--- src/rtl/pwd_pkg.sv ---
package pwd_pkg;
  typedef struct packed {
    logic lpActive;
    logic loadCfg;
    logic clrWe;
  } pwdStrobe_t;

  localparam logic [1:0] SEL_NO_WAKE = 2'b11;
endpackage

--- src/rtl/pwd_ctrl.sv ---
module pwd_ctrl #(
  parameter int NUM_PINS = 8
) (
  input  logic                clk,
  input  logic                rst_n,
  input  logic                lowPowerMode,
  input  logic                flagClrWe,
  input  logic [NUM_PINS-1:0] hitVec,
  output pwd_pkg::pwdStrobe_t strobe,
  output logic                wakeReq
);
  logic lpModeQ;
  logic wakeQ;

  always_ff @(posedge clk or negedge rst_n) begin
    if (!rst_n) begin
      lpModeQ <= 1'b0;
      wakeQ   <= 1'b0;
    end else begin
      lpModeQ <= lowPowerMode;
      wakeQ   <= lpModeQ & (|hitVec) & ~wakeQ;
    end
  end

  always_comb begin
    strobe.lpActive = lpModeQ;
    strobe.loadCfg  = ~lpModeQ;
    strobe.clrWe    = flagClrWe;
  end

  assign wakeReq = wakeQ;

  assert_wake_single_R8: assert property (@(posedge clk) disable iff (!rst_n)
    wakeQ |=> !wakeQ);

  assert_no_wake_normal_R7: assert property (@(posedge clk) disable iff (!rst_n)
    wakeQ |-> $past(lpModeQ));
endmodule

--- src/rtl/pwd_datapath.sv ---
module pwd_datapath #(
  parameter int NUM_PINS    = 8,
  parameter int SYNC_STAGES = 2
) (
  input  logic                clk,
  input  logic                rst_n,
  input  pwd_pkg::pwdStrobe_t strobe,
  input  logic [NUM_PINS-1:0] pinIn,
  input  logic [NUM_PINS-1:0] intEn,
  input  logic [NUM_PINS-1:0] edgeSel,
  input  logic [NUM_PINS-1:0] funcSel0,
  input  logic [NUM_PINS-1:0] funcSel1,
  input  logic [NUM_PINS-1:0] flagClrData,
  output logic [NUM_PINS-1:0] hitVec,
  output logic [NUM_PINS-1:0] flagOut,
  output logic                portIrq
);
  localparam int LAST = SYNC_STAGES - 1;

  logic [NUM_PINS-1:0] syncQ [SYNC_STAGES];
  logic [NUM_PINS-1:0] prevQ;
  logic [NUM_PINS-1:0] enQ, edgeQ, sel0Q, sel1Q;
  logic [NUM_PINS-1:0] effEn, effEdge, effSel0, effSel1;
  logic [NUM_PINS-1:0] riseVec, fallVec, clrMask;
  logic [NUM_PINS-1:0] flagQ;

  always_ff @(posedge clk or negedge rst_n) begin
    if (!rst_n) begin
      for (int s = 0; s < SYNC_STAGES; s++) syncQ[s] <= '0;
      prevQ <= '0;
    end else begin
      syncQ[0] <= pinIn;
      for (int s = 1; s < SYNC_STAGES; s++) syncQ[s] <= syncQ[s-1];
      prevQ <= syncQ[LAST];
    end
  end

  always_ff @(posedge clk or negedge rst_n) begin
    if (!rst_n) begin
      enQ   <= '0;
      edgeQ <= '0;
      sel0Q <= '0;
      sel1Q <= '0;
    end else if (strobe.loadCfg) begin
      enQ   <= intEn;
      edgeQ <= edgeSel;
      sel0Q <= funcSel0;
      sel1Q <= funcSel1;
    end
  end

  assign effEn   = strobe.lpActive ? enQ   : intEn;
  assign effEdge = strobe.lpActive ? edgeQ : edgeSel;
  assign effSel0 = strobe.lpActive ? sel0Q : funcSel0;
  assign effSel1 = strobe.lpActive ? sel1Q : funcSel1;

  assign riseVec = syncQ[LAST] & ~prevQ;
  assign fallVec = ~syncQ[LAST] & prevQ;

  for (genvar i = 0; i < NUM_PINS; i++) begin : g_pin
    logic wakeOk;
    assign wakeOk = ({effSel1[i], effSel0[i]} != pwd_pkg::SEL_NO_WAKE);
    assign hitVec[i] = effEn[i] & (strobe.lpActive
                       ? ((riseVec[i] | fallVec[i]) & wakeOk)
                       : (effEdge[i] ? fallVec[i] : riseVec[i]));

    assert_flag_needs_enable_R3: assert property (@(posedge clk) disable iff (!rst_n)
      $rose(flagQ[i]) |-> $past(effEn[i]));

    assert_flag_clear_by_write_R4: assert property (@(posedge clk) disable iff (!rst_n)
      $fell(flagQ[i]) |-> $past(strobe.clrWe && flagClrData[i]));

    assert_no_wake_sel11_R9: assert property (@(posedge clk) disable iff (!rst_n)
      ($rose(flagQ[i]) && $past(strobe.lpActive))
        |-> $past({effSel1[i], effSel0[i]} != pwd_pkg::SEL_NO_WAKE));
  end

  assign clrMask = strobe.clrWe ? flagClrData : '0;

  always_ff @(posedge clk or negedge rst_n) begin
    if (!rst_n) flagQ <= '0;
    else        flagQ <= (flagQ & ~clrMask) | hitVec;
  end

  assign flagOut = flagQ;
  assign portIrq = |(flagQ & effEn);

  assert_cfg_held_R10: assert property (@(posedge clk) disable iff (!rst_n)
    (strobe.lpActive && $past(strobe.lpActive))
      |-> ($stable(enQ) && $stable(edgeQ) && $stable(sel0Q) && $stable(sel1Q)));
endmodule

--- src/rtl/pin_wake_detector.sv ---
module pin_wake_detector #(
  parameter int NUM_PINS    = 8,
  parameter int SYNC_STAGES = 2
) (
  input  logic                clk,
  input  logic                rst_n,
  input  logic [NUM_PINS-1:0] pinIn,
  input  logic [NUM_PINS-1:0] intEn,
  input  logic [NUM_PINS-1:0] edgeSel,
  input  logic [NUM_PINS-1:0] funcSel0,
  input  logic [NUM_PINS-1:0] funcSel1,
  input  logic                lowPowerMode,
  input  logic                flagClrWe,
  input  logic [NUM_PINS-1:0] flagClrData,
  output logic [NUM_PINS-1:0] flagOut,
  output logic                portIrq,
  output logic                wakeReq
);
  pwd_pkg::pwdStrobe_t strobe;
  logic [NUM_PINS-1:0] hitVec;

  pwd_ctrl #(.NUM_PINS(NUM_PINS)) u_ctrl (
    .clk(clk), .rst_n(rst_n), .lowPowerMode(lowPowerMode),
    .flagClrWe(flagClrWe), .hitVec(hitVec),
    .strobe(strobe), .wakeReq(wakeReq)
  );

  pwd_datapath #(.NUM_PINS(NUM_PINS), .SYNC_STAGES(SYNC_STAGES)) u_dp (
    .clk(clk), .rst_n(rst_n), .strobe(strobe),
    .pinIn(pinIn), .intEn(intEn), .edgeSel(edgeSel),
    .funcSel0(funcSel0), .funcSel1(funcSel1), .flagClrData(flagClrData),
    .hitVec(hitVec), .flagOut(flagOut), .portIrq(portIrq)
  );

  assert_irq_has_flag_R6: assert property (@(posedge clk) disable iff (!rst_n)
    portIrq |-> (flagOut != '0));
endmodule

--- config.mk ---
export PLATFORM = sky130hd
export DESIGN_NAME = pin_wake_detector
export DESIGN_NICKNAME = d
export VERILOG_FILES = /design/src/rtl/pwd_pkg.sv /design/src/rtl/pwd_ctrl.sv /design/src/rtl/pwd_datapath.sv /design/src/rtl/pin_wake_detector.sv
export SDC_FILE = /design/constraint.sdc
export NUM_CORES = 1
export LEC_CHECK = 0
export BUFFER_PORTS_ARGS = -buffer_cell sky130_fd_sc_hd__clkbuf_2
export CAP_MARGIN = 20
export CORE_ASPECT_RATIO = 0.9
export CORE_UTILIZATION = 52
export CTS_CLUSTER_DIAMETER = 80
export DETAILED_ROUTE_END_ITERATION = 8
export GPL_TIMING_DRIVEN = 1
export PLACE_DENSITY = 0.78
export SETUP_SLACK_MARGIN = 0.4
export SLEW_MARGIN = 30
export SYNTH_ARGS = -nofsm -noshare
export SYNTH_HDL_FRONTEND = slang
export SYNTH_SLANG_ARGS = --single-unit
--- constraint.sdc ---
create_clock -name clk -period 1.78 [get_ports clk]
set_clock_uncertainty 0.15 [all_clocks]
set_input_delay 0.356 -clock clk [delete_from_list [all_inputs] [get_ports clk]]
set_output_delay 0.356 -clock clk [all_outputs]
set_load 0.02 [all_outputs]
==> flow_summary.ini, run 1 <==
[final_layout]
stdcell_area_um2 = 3480
fill_cells = 277
final_cell_mix = 57 x dfrtp_1, 51 x clkbuf_2, 19 x nand2_1
final_common_cell = dfrtp_1
layout-drive-gt1-share_pct = 48.9
nets = 345
syn_to_final_growth_pct = 43.2
n_antenna_cell = 0

[setup_path]
worstPathCellList = buf_12, nand2b_1, nand2_1, a22oi_1, nand4_1, buf_4
cp-end-kind = output port
path_max_fanout = 15
cp_num_buf_inv = 2
required_ns = 1.27
start_kind = flip-flop
path_class = reg2out
slowest_stage = dfrtp_2
max_stage_delay_ns = 0.42
cp_top_family = flip-flops
arrival_ns = 1.63

[placement]
hpwlAfterDp_mm = 3.41
port_buffers = 61
gp_congestion = 0.768
place_area_um2 = 2920

[job]
max_cap_viol_count = 0

[detailed_routing]
via_count = 1719
routedWlPerCell_um = 15.0
ant_nets = 0
routed_wl_mm = 5.16
dr.pass1.iters = 4
routed_via_density = 5.00
drc = 0
drt_iter0_drc = 81

[outcome]
violations = setup timing
status = complete, but fails checks

[grt]
grt.total_usage_pct = 22.1
antenna_found_initial = 0
grt_pass1_wl_mm = 7.67
grt_max_degree = 30
grt_pass1_vias = 1688
grt_overflow = 0

[logic_synthesis]
syn_area_per_cell_um2 = 13.4
yosysWarnings = 0
yosysTopAreaCellShare_pct = 59.7
synthTopCellsByArea = dfrtp_1 60%, ha_1 8.2%, mux2_2 7.9%
yosys.area_share.xor_xnor_pct = 0
synth_mux_area_share_pct = 11.0
synthAdderAreaFrac_pct = 8.23
netlist_instances = 182
synth_top_cell_by_area = dfrtp_1
syn_nets = 250
syn_area_um2 = 2430
synth_top_family_by_area = multiplexers
synth-seq-cells = 58
netlist-cell-type-count = 26
synth-compound-area-share_pct = 9.98
synth-seq-area-share_pct = 59.7
synth-simple-area-share_pct = 7.31

[pwr]
power.density_nw_per_um2 = 993
p_leak_nw = 1.77
ir_drop_v = 0.000926

[timing]
rsz0062_at_grt = true
hold_viol_final = 0
fin_crit_sh_pct = 120
hold_ws_ns = 0.107
period_minus_slack_ns = 2.14
max_freq_ghz = 0.468
tightestPinTransition_ns = 0.480
maxSlewViolCount = 0
maxSlewHeadroom_pct = 68.0
fin_ws_ns = -0.357
setup_viol = 1

[worst_hold_path]
hold_path.class = in2reg

[clocking]
cts_buffers = 9
htreeDepth = 3
cts_tree = yes
cts.sinks = 58
clk_latency_ns = 0.33
clock-root-buffer = clkbuf_8
path_clk_slew_ns = 0.07
cts.path.max_buffers = 2

[floorplan]
start_util_pct = 54.5
core_um2 = 4460
die_area_um2 = 4950
num_rows = 23
io_pins = 62
die_x_um = 74.1
die_h_um = 66.9
## area by class of cell
cell class / count / area (um2) / area share [%]
Clock inverter: 5 / 77.6 / 2.23
Inverter: 16 / 60.1 / 1.72
Sequential cell: 58 / 1450 / 41.7
Tap cell: 62 / 77.6 / 2.23
Multi-Input combinational cell: 103 / 980 / 28.1
Timing Repair Buffer: 89 / 693 / 19.9
Clock buffer: 11 / 141 / 4.06
## report_power, final
group          switching (mW)  internal [mW]  leakage [nW]  total [mW]
Combinational           0.263          0.345         0.980       0.607
Clock                   0.504          0.821         0.109        1.33
Sequential             0.0848           1.44         0.685        1.52
## what timing repair did
| action | 4_1_cts | 5_1_grt |
|---|---|---|
| cloned | 0 | 1 |
| gates resized for setup | 24 | 19 |
| hold buffers | 10 | 0 |
| setup buffers | 1 | 5 |
| endpoints found under the setup margin | 17 | 19 |
| hold endpoints to repair | 24 | 0 |
| pin swaps | 2 | 4 |
## metrics by stage
| step | std cells | util [%] | worst slack (ns) | setup TNS (ns) | power (mW) |
|---|---|---|---|---|---|
| after global placement | 311 | 65.4 | -0.00755 | -0.00755 | 1.99 |
| after global routing | 344 | 78.1 | -0.417 | -0.423 | 3.59 |
| after floorplan | 182 | - | 0.149 | 0 | 1.79 |
| after CTS | 338 | 75.1 | -0.371 | -0.371 | 3.42 |
| final | 344 | 78.1 | -0.357 | -0.357 | 3.46 |
| after detailed placement | 311 | 65.4 | -0.0131 | -0.0131 | 2.01 |
## cell usage after synthesis, drive strengths merged
master and count:
mux2i 6, nand2 20, and2 3, a32o 2, nand2b 7, nand4 1, a22oi 4, a21o 13
o22ai 3, inv 16, a21oi 3, dfrtp 58, o32ai 3, buf 5, nor2b 2, mux2 18
ha 16, nor4 2
## cells by family (layout without fill, tap and decap cells)
kind of cell,Yosys count,after routing
AND/OR/NAND/NOR,35,35
multiplexers,24,24
flip-flops,58,58
AO/OA/AOI/OAI,28,28
adder cells (fa/ha/maj),16,16
buffers and inverters,21,121
## metal layers
layer	vias to the layer above	global-route usage, %	wire length, um
met5	-	0	0
met4	0	10.1	150
met3	13	7.72	160
met2	40	37.2	2700
met1	854	25.1	2140
li1	812	-	-
## state kept, by name (all words and copies together), names as in the netlist
register        count
u_dp.enQ            8
u_ctrl.lpModeQ      1
u_dp.flagOut        8
u_dp.sel1Q          8
u_ctrl.wakeReq      1
u_dp.syncQ         16
u_dp.prevQ          8
u_dp.sel0Q          8
## final timing paths
path / start / endpoint / slack [ns] / cells after the start
worst min register to register: u_dp.syncQ[10] / u_dp.syncQ[2] / 0.20 / 0
worst max-delay path: u_ctrl.lpModeQ / portIrq / -0.36 / 6
min in group asynchronous: rst_n / u_dp.sel0Q[6] / 0.36 / 2
max in group asynchronous: rst_n / u_dp.sel1Q[2] / 0.64 / 3
worst max register to register: u_dp.prevQ[7] / u_ctrl.wakeReq / 0.05 / 6
worst min-delay path: funcSel0[1] / u_dp.sel0Q[1] / 0.11 / 2
(Power assumes the default switching activity.)
==> run 2, diff against run 1 <==
==> constraint.sdc (replaced) <==
create_clock -name clk -period 1.78 [get_ports clk]
set_clock_uncertainty 0.15 [all_clocks]
set_input_delay 0.178 -clock clk [delete_from_list [all_inputs] [get_ports clk]]
set_output_delay 0.178 -clock clk [all_outputs]
set_load 0.02 [all_outputs]
==> run 2 against run 1 <==
  * The run ends with hold timing, setup timing left
  * Cell area increased by 4.1%
  * Clock-buffer cell count is 4 higher
  * Via count up 7.3%
  * Wire length up 14%
  * Clock power down 9.8%
  * Critical path depth stayed put
  * Final cell count is 5.5% higher
  * Core utilization is 3.2 points higher
  * Global-route usage up 2.6 points
  * Critical endpoint unchanged
  * Largest power group unchanged
  * Critical path type unchanged
  * Hold slack worse by 0.14 ns
  * Sequential share of layout area shrank 1.6 points
==> flow_summary.ini, run 2 (synthesis gave the netlist of run 1 again) <==
[clocking]
cts.path.max_buffers = 2
cts.sinks = 58
cts_hold_buf = 34
clock-root-buffer = clkbuf_8
cts_buffers = 9
htreeDepth = 3
path_clk_slew_ns = 0.06
clk_latency_ns = 0.34
cts_tree = yes

[final_layout]
syn_to_final_growth_pct = 49.0
stdcell_area_um2 = 3620
final_util_pct = 81.2
n_antenna_cell = 0
stdcell_count = 363
final_common_cell = clkbuf_2
largest_reg_flops = 16
fill_cells = 252
nets = 364
largest-register = u_dp.syncQ
final_cell_mix = 60 x clkbuf_2, 57 x dfrtp_1, 34 x dlygate4sd3_1
layout-drive-gt1-share_pct = 48.5

[setup_path]
r2r_slack_ns = 0.06
path_class = reg2out
cp-end-kind = output port
arrival_ns = 1.66
path_max_fanout = 12
startpoint = u_ctrl.lpModeQ
regToRegStartpoint = u_dp.syncQ[6]
rr_worst_depth = 6
required_ns = 1.45
start_kind = flip-flop
r2r_end = u_ctrl.wakeReq

[floorplan]
num_rows = 23
die_area_um2 = 4950
start_util_pct = 54.5
io_pins = 62
die_h_um = 66.9
core_um2 = 4460
die_x_um = 74.1

[timing]
hold_ws_ns = -0.0379
max_freq_ghz = 0.504
maxSlewHeadroom_pct = 63.2
fin_ws_ns = -0.205
tightestPinTransition_ns = 0.552
hold_viol_final = 4
rsz0062_at_grt = true
period_minus_slack_ns = 1.98
setup_viol = 1
maxSlewViolCount = 0
fin_crit_sh_pct = 112

[detailed_routing]
via_count = 1845
routed_wl_mm = 5.89
ant_nets = 0
routedWlPerCell_um = 16.2
dr.pass1.iters = 4
drc = 0
drt_iter0_drc = 67
routed_via_density = 5.08

[grt]
grt.total_usage_pct = 24.7
grt_pass1_vias = 1948
antenna_found_initial = 0
grt_max_degree = 23
grt_overflow = 0
grt_pass1_wl_mm = 8.57

[pwr]
p_leak_nw = 1.84
ir_drop_v = 0.000659
power.density_nw_per_um2 = 918

[placement]
placed_cells = 304
port_buffers = 61
gp_congestion = 0.781
hpwlAfterDp_mm = 3.37
place_area_um2 = 2870

[worst_hold_path]
hold_path.class = in2reg
hold_depth = 3
min_to = u_dp.enQ[1]
min-delay-start = intEn[1]

[outcome]
violations = hold timing, setup timing
status = complete, but fails checks

[job]
max_cap_viol_count = 0
-- run 2: cell types whose count changed in the layout (fill, tap and decap cells not counted), sizes merged --
cell         before  now
clkinv            2    1
clkinvlp          1    0
dlygate4sd3      10   34
clkbuf           71   75
buf              19   14
bufinv            2    0
-- run 2: critical path, stage by stage (launching register included) --
cell and delay [ns]:
dfrtp_2 0.44, buf_12 0.16, nand2_1 0.12, nand2_1 0.11, a22oi_2 0.16, nand4_1 0.14
buf_4 0.18
-- run 2: layout make-up --
type                    count  area [um2]  share of cell area [%]
multi-input cells         103        1030                    28.5
inverters                  16        60.1                    1.66
clock inverters             1        5.00                   0.138
flip-flops and latches     58        1450                    40.1
repair buffers            108         800                    22.1
well taps                  62        77.6                    2.14
clock buffers              15         196                    5.42
-- run 2: worst max path at each step --
stage                     end  slack, ns
2_1_floorplan  u_ctrl.wakeReq       0.17
3_3_place_gp   u_ctrl.wakeReq       0.11
3_5_place_dp   u_ctrl.wakeReq       0.05
4_1_cts               portIrq      -0.21
5_1_grt               portIrq      -0.28
6_report              portIrq      -0.20
-- run 2: power by group --
part           switching [mW]  internal, mW
Combinational           0.286         0.313
Sequential             0.0890          1.44
Clock                   0.503         0.694
-- run 2: what timing repair did --
action,in CTS,in global routing
pin swaps,3,8
setup buffers,7,2
hold endpoints to repair,57,3
gates resized for setup,14,25
gates cloned,0,0
endpoints found under the setup margin,6,10
-- run 2: routing by layer --
| layer | global-route usage, % | part of all wire, % |
|---|---|---|
| met5 | 0 | 0 |
| met4 | 13.5 | 3.0 |
| met3 | 8.77 | 5.0 |
| met2 | 43.5 | 53 |
| met1 | 25.2 | 39 |
-- run 2: through the flow --
step                power (mW)  setup slack (ns)  TNS (ns)
finish                    3.32            -0.205    -0.205
global route              3.46            -0.277    -0.277
CTS                       3.27            -0.210    -0.210
detailed placement        2.00            0.0505         0
global placement          1.98             0.110         0
floorplan                 1.79             0.171         0
